## src/rtl/sync_cnt_pkg.sv

```systemverilog
package sync_cnt_pkg;
  typedef enum logic [1:0] {
    MODE_HOLD = 2'd0,
    MODE_INC  = 2'd1,
    MODE_LOAD = 2'd2,
    MODE_CLR  = 2'd3
  } cnt_mode_e;
endpackage

```

## src/rtl/cnt_mode_dec.sv

```systemverilog
module cnt_mode_dec
  import sync_cnt_pkg::*;
(
  input  logic      clr_ni,
  input  logic      load_ni,
  input  logic      par_en_i,
  input  logic      trk_en_i,
  output cnt_mode_e mode_o
);
  // priority: clear > load > count > hold
  always_comb begin
    if (!clr_ni)                    mode_o = MODE_CLR;
    else if (!load_ni)              mode_o = MODE_LOAD;
    else if (par_en_i && trk_en_i)  mode_o = MODE_INC;
    else                            mode_o = MODE_HOLD;
  end
endmodule

```

## src/rtl/cnt_stage.sv

```systemverilog
module cnt_stage
  import sync_cnt_pkg::*;
#(
  parameter int unsigned W = 4
) (
  input  logic         clk_i,
  input  logic         rst_ni,
  input  logic         clr_ni,
  input  logic         load_ni,
  input  logic         par_en_i,
  input  logic         trk_en_i,
  input  logic [W-1:0] data_i,
  output logic [W-1:0] q_o,
  output logic         tc_o
);
  cnt_mode_e mode;
  logic [W-1:0] q_q;

  cnt_mode_dec u_dec (
    .clr_ni  (clr_ni),
    .load_ni (load_ni),
    .par_en_i(par_en_i),
    .trk_en_i(trk_en_i),
    .mode_o  (mode)
  );

  always_ff @(posedge clk_i or negedge rst_ni) begin
    if (!rst_ni) begin
      q_q <= '0;
    end else begin
      unique case (mode)
        MODE_CLR:  q_q <= '0;
        MODE_LOAD: q_q <= data_i;
        MODE_INC:  q_q <= q_q + 1'b1;
        default:   q_q <= q_q;
      endcase
    end
  end

  assign q_o  = q_q;
  // carry decode: gated by trickle enable only
  assign tc_o = (&q_q) & trk_en_i;
endmodule

```

## src/rtl/sync_chain_counter.sv

```systemverilog
module sync_chain_counter #(
  parameter int unsigned STAGE_W  = 4,
  parameter int unsigned N_STAGES = 2,
  localparam int unsigned CNT_W   = STAGE_W * N_STAGES
) (
  input  logic             clk_i,
  input  logic             rst_ni,
  input  logic             clr_ni,
  input  logic             load_ni,
  input  logic             cnt_en_i,
  input  logic             carry_en_i,
  input  logic [CNT_W-1:0] data_i,
  output logic [CNT_W-1:0] count_o,
  output logic             tc_o
);
  logic [N_STAGES:0] carry;

  assign carry[0] = carry_en_i;

  for (genvar k = 0; k < N_STAGES; k++) begin : g_stage
    cnt_stage #(.W(STAGE_W)) u_stage (
      .clk_i   (clk_i),
      .rst_ni  (rst_ni),
      .clr_ni  (clr_ni),
      .load_ni (load_ni),
      .par_en_i(cnt_en_i),
      .trk_en_i(carry[k]),
      .data_i  (data_i[k*STAGE_W +: STAGE_W]),
      .q_o     (count_o[k*STAGE_W +: STAGE_W]),
      .tc_o    (carry[k+1])
    );
  end

  assign tc_o = carry[N_STAGES];
endmodule

```

## config.mk

```make
export PLATFORM = sky130hd
export DESIGN_NAME = sync_chain_counter
export DESIGN_NICKNAME = d
export VERILOG_FILES = /design/src/rtl/sync_cnt_pkg.sv /design/src/rtl/cnt_mode_dec.sv /design/src/rtl/cnt_stage.sv /design/src/rtl/sync_chain_counter.sv
export SDC_FILE = /design/constraint.sdc
export NUM_CORES = 1
export LEC_CHECK = 0
export BUFFER_PORTS_ARGS = -buffer_cell sky130_fd_sc_hd__clkbuf_2
export CORE_AREA = 2 2 39 41
export CTS_BUF_LIST = sky130_fd_sc_hd__clkbuf_16
export DETAILED_ROUTE_END_ITERATION = 6
export DIE_AREA = 0 0 41 43
export GPL_TIMING_DRIVEN = 0
export PLACE_DENSITY = 0.64
export SLEW_MARGIN = 20
export SYNTH_ARGS = -nofsm -noshare
export SYNTH_HDL_FRONTEND = slang
export SYNTH_SLANG_ARGS = --single-unit
```

## constraint.sdc

```tcl
create_clock -name clk_i -period 1.6 [get_ports clk_i]
set_input_delay 0.08 -clock clk_i [delete_from_list [all_inputs] [get_ports clk_i]]
set_output_delay 0.08 -clock clk_i [all_outputs]
set_load 0.01 [all_outputs]
```

==> results.toml <==
[run_status]
status = "finished, final reports clean"

[timing]
rsz0062_at_grt = "false"
tightest_slew_ps = 410.6
finalSetupViolations = 0
timing.final.crit_share_pct = 93.80
clock.fmax_mhz = 666.3
tns_ps = 0
clock-skew-final_ps = 1.725
period_minus_slack_ps = 1501
hold_viol = 0
drv_slew = 0
slew_headroom_pct = 72.63

[drt]
drc = 0
viasPerCell = 5.147
routed_wirelength_um = 1212
vias = 489
drt_iter0_drc = 10
drtAntennaViolNets = 0
wl_per_cell_um = 12.76
dr.pass1.iters = 4

[critical_path]
worstSetupPathType = "flip-flop to flip-flop"
critPathRequiredTime_ps = 1750
crit_path_max_fanout = 6
path_cells = "ha_1, nand3_2, or4_1, a31oi_1"
cp_num_buf_inv = 0
critPathArrivalTime_ps = 1650
crit_path_start_kind = "flip-flop"
slowest_stage = "or4_1"
cp_top_family = "simple AND/OR/NAND/NOR gates"
cp-end-kind = "flip-flop"
slowest_delay_ps = 520

[clock_tree]
clkTransAtPathRegs_ps = 40
cts_buffers = 3
clockRootBuffer = "clkbuf_16"
cts_tree = "done"
clock_path_buffers = 2
htreeDepth = 1
cts.sink_count = 8
insertion_delay_ps = 230

[yosys]
synth_area_um2 = 464.2
synth_enable_flop_cells = 0
syn_inst = 52
synth.distinct_cells = 21
synthFlopType = "dfrtp_1"
synthArstFlopShare_pct = 100.0
yosysSeqAreaShare_pct = 43.13
syn_area_per_cell_um2 = 8.927
ys_ff_latch = 8
synth_top_cell_area_share_pct = 43.13
synth_most_common_cell = "o21ai_0"
synth_area_leaders = "dfrtp_1 (43%), o21ai_0 (11%), nand3_1 (6.5%)"
yosysWarnings = 0
yosysTopAreaCell = "dfrtp_1"
syn_nets = 68
yosys-top-cells-count = "o21ai_0 (10), dfrtp_1 (8), nand3_1 (6)"

[grt]
track_usage_pct = 17.14
antenna_found_initial = 0
grt_pass1_vias = 468
grt_max_degree = 11
gr-total-overflow = 0
grt_pass1_wl_um = 2001

[cells_and_area]
n_antenna_cell = 0
nNetsFinal = 97
layout-drive-gt1-share_pct = 36.71
multi_input_area_um2 = 251.5
area_growth_pct = 47.98
fill_cells = 141
largest_register_ffs = 8
regArea_um2 = 200.2
postLayoutCoreUtil_pct = 49.64

[floorplanning]
die-area_um2 = 1763
die_height_um = 43
io_pins = 23
dieWidth_um = 41
fp-row-count = 14
start_util_pct = 33.54
core_um2 = 1384

[place]
gp_congestion = 0.7320
io_buffer_count = 22
place_hpwl_um = 882.7

[power]
leakage_nw = 0.3164
power.density_nw_per_um2 = 1074
total_power_mw = 0.7375
peakVddDrop_mv = 0.4019

[hold_path]
hp-class = "input port to flip-flop"

[job]
cap_violations = 0
==> stage by stage <==
stage | area, um2 | cells | hold slack, ps | setup slack (ps)
floorplan | 464.2 | 52 | -215.6 | 115.0
global placement | 594.3 | 90 | -58.75 | 72.98
detailed placement | 594.3 | 90 | -62.36 | 63.77
CTS | 679.4 | 94 | 106.8 | 63.54
global route | 686.9 | 95 | 136.8 | 6.200
finish | 686.9 | 95 | 100.7 | 99.27
==> kinds of logic (layout without fill, tap and decap cells) <==
kind of cell / Yosys count / after routing / share of synthesized area (%)
AOI/OAI and AO/OA: 20 / 20 / 25.07
and+or+nand+nor: 17 / 17 / 19.95
DFF: 8 / 8 / 43.13
buffers and inverters: 3 / 30 / 2.693
adders and majority gates: 2 / 2 / 5.390
xor gates and xnor gates: 2 / 2 / 3.774
==> worst paths after layout <==
path / startpoint / slack (ps) / end / cells past startpoint
max reg2reg: g_stage[0].u_stage.q_o[1] / 100 / g_stage[1].u_stage.q_o[3] / 4
min in group asynchronous: rst_ni / 230 / g_stage[1].u_stage.q_o[2] / 2
min: data_i[0] / 100 / g_stage[0].u_stage.q_o[0] / 3
max: g_stage[0].u_stage.q_o[1] / 100 / g_stage[1].u_stage.q_o[3] / 4
min reg2reg: g_stage[1].u_stage.q_o[1] / 580 / g_stage[1].u_stage.q_o[1] / 2
max in group asynchronous: rst_ni / 1190 / g_stage[0].u_stage.q_o[2] / 2
==> layout make-up <==
class / count / area share, %
inverter: 1 / 0.5464
sequential: 8 / 29.14
tap: 16 / 2.914
buffer: 2 / 1.275
timing repair buffer: 24 / 18.58
clock buffer: 3 / 10.93
multi-input combinational: 41 / 36.61
==> layout by cell type (no fill, tap or decap), drive strengths merged, types with 2 or more instances in the layout <==
cell type   n
clkbuf     26
o21ai      10
dfrtp       8
nand3       7
a31oi       4
nor2        3
or3         3
nand2       2
xor2        2
a21oi       2
ha          2
buf         2
==> power by group <==
| part | leakage [nW] | switching (mW) | internal, mW | total [mW] |
|---|---|---|---|---|
| Sequential | 0.104 | 0.0165 | 0.218 | 0.234 |
| Clock | 0.0370 | 0.0895 | 0.321 | 0.411 |
| Combinational | 0.176 | 0.0500 | 0.0425 | 0.0925 |
| Total | 0.316 | 0.156 | 0.581 | 0.737 |
==> worst register-to-register path: stages, from the launching register on <==
cell,delay (ps)
dfrtp_1,380
ha_1,220
nand3_2,140
or4_1,520
a31oi_1,160
==> timing repair <==
item,in CTS,in global routing
hold endpoints to repair,8,0
endpoints found under the setup margin,0,2
resized for setup,0,0
setup buffers,0,1
hold buffers,1,0
==> metal layers <==
layer  routed length, um  GRT usage [%]  up-vias
li1                    -              -      253
met1                 547          22.48      215
met2                 566          24.06       17
met3                  66          4.712        4
met4                  31          10.00        0
met5                   0              0        -
Note: power is estimated with default switching activity, not from simulation.
